--- src/rtl/mmio_pkg.sv ---
package mmio_pkg;
  typedef enum logic [1:0] {
    TGT_RAM  = 2'd0,
    TGT_DEV1 = 2'd1,
    TGT_DEV2 = 2'd2,
    TGT_NONE = 2'd3
  } tgt_e;

  localparam int unsigned NUM_WR_TGT = 2;
endpackage

--- src/rtl/mmio_decode.sv ---
module mmio_decode
  import mmio_pkg::*;
#(
  parameter int unsigned WA_W      = 30,
  parameter int unsigned WIN_WBITS = 6,
  parameter logic [WA_W-1:0] DEV1_WADDR = 30'h3FFFFFFD,
  parameter logic [WA_W-1:0] DEV2_WADDR = 30'h3FFFFFFE
) (
  input  logic            clk,
  input  logic            rst_n,
  input  logic [WA_W-1:0] waddr,
  input  logic            we,
  output tgt_e            tgt,
  output logic            ram_we,
  output logic            dev1_we
);
  logic in_win;
  logic hit_dev1;
  logic hit_dev2;
  logic [NUM_WR_TGT-1:0] we_vec;

  assign in_win   = &waddr[WA_W-1:WIN_WBITS];
  assign hit_dev1 = (waddr == DEV1_WADDR);
  assign hit_dev2 = (waddr == DEV2_WADDR);

  always_comb begin
    tgt = TGT_RAM;
    if (in_win) begin
      if (hit_dev1)      tgt = TGT_DEV1;
      else if (hit_dev2) tgt = TGT_DEV2;
      else               tgt = TGT_NONE;
    end
  end

  always_comb begin
    for (int t = 0; t < NUM_WR_TGT; t++) begin
      we_vec[t] = we && (tgt == tgt_e'(t));
    end
  end

  assign ram_we  = we_vec[TGT_RAM];
  assign dev1_we = we_vec[TGT_DEV1];

  AST_WE_ONEHOT: assert property (@(posedge clk) disable iff (!rst_n)
    $onehot0({ram_we, dev1_we}));
endmodule

--- src/rtl/mmio_ram.sv ---
module mmio_ram #(
  parameter int unsigned DW    = 32,
  parameter int unsigned WORDS = 64,
  localparam int unsigned IW   = $clog2(WORDS)
) (
  input  logic          clk,
  input  logic          we,
  input  logic [IW-1:0] idx,
  input  logic [DW-1:0] wdata,
  output logic [DW-1:0] rdata
);
  logic [DW-1:0] mem_q [WORDS];
  logic [WORDS-1:0] wen;

  for (genvar w = 0; w < WORDS; w++) begin : g_wen
    assign wen[w] = we && (idx == IW'(w));
  end

  always_ff @(posedge clk) begin
    for (int i = 0; i < WORDS; i++) begin
      if (wen[i]) mem_q[i] <= wdata;
    end
  end

  assign rdata = mem_q[idx];
endmodule

--- src/rtl/mmio_out_reg.sv ---
module mmio_out_reg #(
  parameter int unsigned DW = 32
) (
  input  logic          clk,
  input  logic          rst_n,
  input  logic          we,
  input  logic [DW-1:0] wdata,
  output logic [DW-1:0] q
);
  logic [DW-1:0] q_d;

  always_comb begin
    q_d = q;
    if (we) q_d = wdata;
  end

  always_ff @(posedge clk or negedge rst_n) begin
    if (!rst_n) q <= '0;
    else        q <= q_d;
  end

  AST_DEV1_HOLD: assert property (@(posedge clk) disable iff (!rst_n)
    !we |=> $stable(q));
endmodule

--- src/rtl/mmio_rdmux.sv ---
module mmio_rdmux
  import mmio_pkg::*;
#(
  parameter int unsigned DW = 32
) (
  input  logic          clk,
  input  logic          rst_n,
  input  logic          re,
  input  tgt_e          tgt,
  input  logic [DW-1:0] ram_q,
  input  logic [DW-1:0] dev1_q,
  input  logic [DW-1:0] dev2_q,
  output logic [DW-1:0] rdata
);
  logic [DW-1:0] sel_data;
  logic [DW-1:0] rdata_d;

  always_comb begin
    unique case (tgt)
      TGT_RAM:  sel_data = ram_q;
      TGT_DEV1: sel_data = dev1_q;
      TGT_DEV2: sel_data = dev2_q;
      default:  sel_data = '0;
    endcase
  end

  always_comb begin
    rdata_d = rdata;
    if (re) rdata_d = sel_data;
  end

  always_ff @(posedge clk or negedge rst_n) begin
    if (!rst_n) rdata <= '0;
    else        rdata <= rdata_d;
  end

  AST_RDATA_HOLD: assert property (@(posedge clk) disable iff (!rst_n)
    !re |=> $stable(rdata));
endmodule

--- src/rtl/mmio_fabric.sv ---
module mmio_fabric
  import mmio_pkg::*;
#(
  parameter int unsigned AW        = 32,
  parameter int unsigned DW        = 32,
  parameter int unsigned RAM_WORDS = 64,
  parameter int unsigned WIN_BITS  = 8,
  parameter logic [AW-1:0] DEV1_ADDR = 32'hFFFF_FFF4,
  parameter logic [AW-1:0] DEV2_ADDR = 32'hFFFF_FFF8,
  localparam int unsigned WA_W      = AW - 2,
  localparam int unsigned WIN_WBITS = WIN_BITS - 2,
  localparam int unsigned IW        = $clog2(RAM_WORDS)
) (
  input  logic            clk,
  input  logic            rst_n,
  input  logic [WA_W-1:0] cpu_waddr,
  input  logic [DW-1:0]   cpu_wdata,
  input  logic            cpu_we,
  input  logic            cpu_re,
  output logic [DW-1:0]   cpu_rdata,
  output logic [DW-1:0]   dev1_out,
  input  logic [DW-1:0]   dev2_in
);
  localparam logic [WA_W-1:0] DEV1_WADDR = DEV1_ADDR[AW-1:2];
  localparam logic [WA_W-1:0] DEV2_WADDR = DEV2_ADDR[AW-1:2];

  logic [1:0]    rst_sync;
  logic          rst_i_n;
  tgt_e          tgt;
  logic          ram_we;
  logic          dev1_we;
  logic [DW-1:0] ram_q;

  always_ff @(posedge clk or negedge rst_n) begin
    if (!rst_n) rst_sync <= '0;
    else        rst_sync <= {rst_sync[0], 1'b1};
  end
  assign rst_i_n = rst_sync[1];

  mmio_decode #(
    .WA_W(WA_W), .WIN_WBITS(WIN_WBITS),
    .DEV1_WADDR(DEV1_WADDR), .DEV2_WADDR(DEV2_WADDR)
  ) u_decode (
    .clk(clk), .rst_n(rst_i_n), .waddr(cpu_waddr), .we(cpu_we),
    .tgt(tgt), .ram_we(ram_we), .dev1_we(dev1_we)
  );

  mmio_ram #(.DW(DW), .WORDS(RAM_WORDS)) u_ram (
    .clk(clk), .we(ram_we), .idx(cpu_waddr[IW-1:0]),
    .wdata(cpu_wdata), .rdata(ram_q)
  );

  mmio_out_reg #(.DW(DW)) u_dev1 (
    .clk(clk), .rst_n(rst_i_n), .we(dev1_we),
    .wdata(cpu_wdata), .q(dev1_out)
  );

  mmio_rdmux #(.DW(DW)) u_rdmux (
    .clk(clk), .rst_n(rst_i_n), .re(cpu_re), .tgt(tgt),
    .ram_q(ram_q), .dev1_q(dev1_out), .dev2_q(dev2_in), .rdata(cpu_rdata)
  );

  AST_WIN_NO_RAM_WRITE: assert property (@(posedge clk) disable iff (!rst_i_n)
    (cpu_we && (&cpu_waddr[WA_W-1:WIN_WBITS])) |-> !ram_we);
  AST_DEV1_STORE: assert property (@(posedge clk) disable iff (!rst_i_n)
    (cpu_we && cpu_waddr == DEV1_WADDR) |=> dev1_out == $past(cpu_wdata));
  AST_DEV1_LOAD: assert property (@(posedge clk) disable iff (!rst_i_n)
    (cpu_re && cpu_waddr == DEV1_WADDR) |=> cpu_rdata == $past(dev1_out));
  AST_DEV2_LOAD: assert property (@(posedge clk) disable iff (!rst_i_n)
    (cpu_re && cpu_waddr == DEV2_WADDR) |=> cpu_rdata == $past(dev2_in));
  AST_UNMAPPED_ZERO: assert property (@(posedge clk) disable iff (!rst_i_n)
    (cpu_re && (&cpu_waddr[WA_W-1:WIN_WBITS]) && cpu_waddr != DEV1_WADDR
     && cpu_waddr != DEV2_WADDR) |=> cpu_rdata == '0);
endmodule

--- config.mk ---
export PLATFORM = sky130hd
export DESIGN_NAME = mmio_fabric
export DESIGN_NICKNAME = d
export VERILOG_FILES = /design/src/rtl/mmio_pkg.sv /design/src/rtl/mmio_decode.sv /design/src/rtl/mmio_ram.sv /design/src/rtl/mmio_out_reg.sv /design/src/rtl/mmio_rdmux.sv /design/src/rtl/mmio_fabric.sv
export SDC_FILE = /design/constraint.sdc
export NUM_CORES = 2
export LEC_CHECK = 0
export BUFFER_PORTS_ARGS = -buffer_cell sky130_fd_sc_hd__buf_2
export CAP_MARGIN = 25
export CORE_ASPECT_RATIO = 1.1
export CORE_MARGIN = 8
export CORE_UTILIZATION = 30
export DETAILED_ROUTE_END_ITERATION = 16
export MAX_ROUTING_LAYER = met4
export PLACE_DENSITY = 0.5
export SLEW_MARGIN = 20
export SYNTH_ARGS = -nofsm -noshare
export SYNTH_HDL_FRONTEND = slang
export SYNTH_SLANG_ARGS = --single-unit
export TNS_END_PERCENT = 50
--- constraint.sdc ---
create_clock -name clk -period 5.5 [get_ports clk]
set_input_delay 1.1 -clock clk [delete_from_list [all_inputs] [get_ports clk]]
set_output_delay 1.1 -clock clk [all_outputs]
set_load 0.01 [all_outputs]
==> impl_metrics.csv <==
group,metric,value,unit
setup_path,critPathLaunchType,"primary input",
power_and_ir_drop,p_leak,29.8,nW
drt,routed_wl,237,mm
placement,numPortBuffers,161,
sta,fin_tns_setup,0,ns
logic_synthesis,syn_avg_cell_area,22.4,um^2
clock_network,cts_tree,"done",
clock_network,cts-resized-gates,0,
global_routing,grt_pass1_vias,40800,
clock_network,cts_setup_buffers,0,
final_layout,num-nets-final,4100,
setup_path,cp.required,6.20,ns
clock_network,root_buffer,"clkbuf_16",
logic_synthesis,synth_seq_cells,2114,
job,maxCapViolCount,0,
final_layout,drive_gt1_frac,0.309,
setup_path,reg2regPathDepth,6,
drt,ant_nets,0,
final_layout,n_fill_cell,25300,
die,start_util,0.301,
outcome,status,"finished, final reports clean",
global_routing,grt-ovfl-total,0,
final_layout,final_common_cell,"edfxtp_1",
setup_path,critPathCapture,"u_rdmux.rdata[15]$_DFFE_PN0P_",
drt,vias_per_cell,5.13,
setup_path,slowest_stage,"mux4_2",
global_routing,grt_pass1_wl,330,mm
global_routing,grtUsageTotal,0.165,
clock_network,cts_made_buffers,213,
die,placementRows,201,
sta,setup_slack,1.81,ns
die,core-area,0.272,mm^2
setup_path,cp.arrival,4.39,ns
die,die_x,513,um
sta,rsz0062_at_grt,"no",
logic_synthesis,synth_edf_count,2048,
logic_synthesis,postSynthCellCount,3650,
logic_synthesis,yosysSeqAreaShare,0.774,
final_layout,regArea,0.0632,mm^2
drt,wl_per_cell,30.6,um
global_routing,antenna_found_initial,16,
clock_network,clock-sinks,2114,
sta,finalCritPeriodShare,0.671,
clock_network,clk_pin_slew,0.06,ns
setup_path,crit_type,"in2reg",
logic_synthesis,synth_cell_type_count,39,
hold_path,hold_class,"reg2async",
sta,timing.final.crit_period,3.69,ns
final_layout,area_delta_synth_final,16.0,%
logic_synthesis,ys.flop_type,"edfxtp_1",
clock_network,hold_buffers,1,
power_and_ir_drop,ir_worst_vdd,0.000345,V
die,fp.dieH,563,um
final_layout,mostFrequentLayoutCells,"edfxtp_1, mux4_2, clkbuf_16, mux2i_1, buf_4",
final_layout,multi_input_area,0.0179,mm^2
sta,slew_violations,0,
setup_path,max_stage_delay,0.55,ns
setup_path,r2r-start,"u_ram.mem_q[27][8]$_DFFE_PP_",
sta,finalClockSkew,0.0255,ns
die,die-area,0.289,mm^2
setup_path,rrSetupSlack,2.97,ns
setup_path,critPathMaxFanout,39,
sta,fmax,271,MHz
sta,relSlewSlack,0.262,
drt,first_pass_iters,5,
sta,finalHoldViolCount,0,
logic_synthesis,ys_async_sr_fraction,0.0312,
setup_path,path_cells,"buf_8 > buf_12 > buf_4 > mux4_2 > mux2_2 > a21oi_1 > o21ai_0 > o21ai_0 > o21ai_1",
setup_path,cp-end-kind,"register",
sta,finalSetupViolations,0,
die,ios,162,
placement,dpl_worst_slack,0.787,ns
power_and_ir_drop,total_power,33.4,mW
drt,drtIter0Drc,4176,
logic_synthesis,synth_nets,3748,
placement,gp_congestion,0.834,
clock_network,cts.path.max_buffers,3,
sta,worst_pin_slew,1.11,ns
drt,num_vias,39700,
setup_path,cp-startpoint,"cpu_waddr[0]",
setup_path,path_common_cell,"o21ai_0",
clock_network,cts_max_level,4,
logic_synthesis,synth.cell_area,0.0816,mm^2
drt,drc_errors,0,
clock_network,worstSkewPairLatency,0.85,ns
logic_synthesis,ys.warnings.count,0,
setup_path,reg2reg_to,"u_rdmux.rdata[8]$_DFFE_PN0P_",
power_and_ir_drop,p_per_area,353,mW/mm^2
placement,place_hpwl,142,mm
global_routing,grt_max_degree,80,
==> layout make-up <==
cell class / count / area share
Tap cell: 3552 / 0.0470
Clock inverter: 92 / 0.00751
Inverter: 1 / 0.0000397
Sequential cell: 2114 / 0.667
Antenna cell: 5 / 0.000132
Clock buffer: 297 / 0.0609
Multi-Input combinational cell: 1319 / 0.189
Timing Repair Buffer: 353 / 0.0285
==> flip-flops by register name, summed over array words and instances (netlist names) <==
register / flops
u_rdmux.rdata: 32
u_dev1.q: 32
rst_sync: 2
u_ram.mem_q: 2048
==> report_power, final <==
part / internal (mW) / leakage (nW) / switching [mW]
clock: 7.55 / 3.14 / 6.14
sequential: 17.8 / 19.3 / 0.0708
combinational: 0.638 / 7.42 / 1.21
total: 26.0 / 29.8 / 7.43
==> per-layer routing <==
layer / GRT usage / vias up / routed length [um]
met5: - / - / 0
met3: 0.0207 / 277 / 11500
met1: 0.218 / 21900 / 101000
met4: 0.0434 / 0 / 6210
met2: 0.271 / 1261 / 118000
li1: - / 16200 / -
==> per-stage QoR <==
step	std cells	utilization	cell area (um^2)	hold slack, ns
6_report	7733	0.348	94600	0.271
5_1_grt	7731	0.348	94600	0.313
4_1_cts	7727	0.348	94600	0.286
3_5_place_dp	7337	0.324	88100	0.278
3_3_place_gp	7334	0.324	88100	0.273
2_1_floorplan	3650	-	81600	0.331
==> cell families (layout without fill, tap and decap cells) <==
kind of cell	Yosys count	count (layout)	share of synthesized area
flops	2114	2114	0.774
mux	772	772	0.174
compound gates	336	336	0.0260
buf+inv	217	743	0.0142
simple gates	210	210	0.0117
other cells	1	6	0.0000459
==> how the worst min path moves through the flow <==
stage                          start                       end  slack [ns]  cells after the start
2_1_floorplan  rst_sync[0]$_DFF_PN0_     rst_sync[1]$_DFF_PN0_        0.33                      0
4_1_cts        rst_sync[1]$_DFF_PN0_  u_dev1.q[22]$_DFFE_PN0P_        0.29                      0
5_1_grt        rst_sync[1]$_DFF_PN0_   u_dev1.q[9]$_DFFE_PN0P_        0.31                      0
3_5_place_dp   rst_sync[1]$_DFF_PN0_  u_dev1.q[21]$_DFFE_PN0P_        0.28                      0
6_report       rst_sync[1]$_DFF_PN0_  u_dev1.q[11]$_DFFE_PN0P_        0.27                      0
3_3_place_gp   rst_sync[1]$_DFF_PN0_   u_dev1.q[4]$_DFFE_PN0P_        0.27                      0
==> critical path: cells and delay by family <==
family	cells	cell delay, ns
buf+inv	3	1.20
compound gates	4	1.18
mux	2	0.82
==> cell usage after synthesis, types with 2 or more instances <==
cell      count  area share
o21ai_0     104      0.0064
a22oi_1      92      0.0085
buf_4        42      0.0039
edfxtp_1   2048        0.75
nor4_1        2     0.00015
mux2_2       72      0.0099
nand2_1      59      0.0027
and2_1        5     0.00038
buf_6        12      0.0017
clkbuf_1     77      0.0035
nand3_1       7     0.00043
mux2i_1     186       0.023
o21ai_1      28      0.0017
a21oi_1      56      0.0034
buf_2        69      0.0042
a221o_1      16      0.0020
a32oi_1       4     0.00043
buf_1        15     0.00069
a221oi_1      4     0.00043
nand4_1      18      0.0014
nor2_1       83      0.0038
a211o_1      10      0.0011
a211oi_1     19      0.0017
dfrtp_1      66       0.020
nand2b_1      3     0.00023
nor2b_1      28      0.0021
mux4_2      513        0.14
Note: power is estimated with default switching activity, not from simulation.
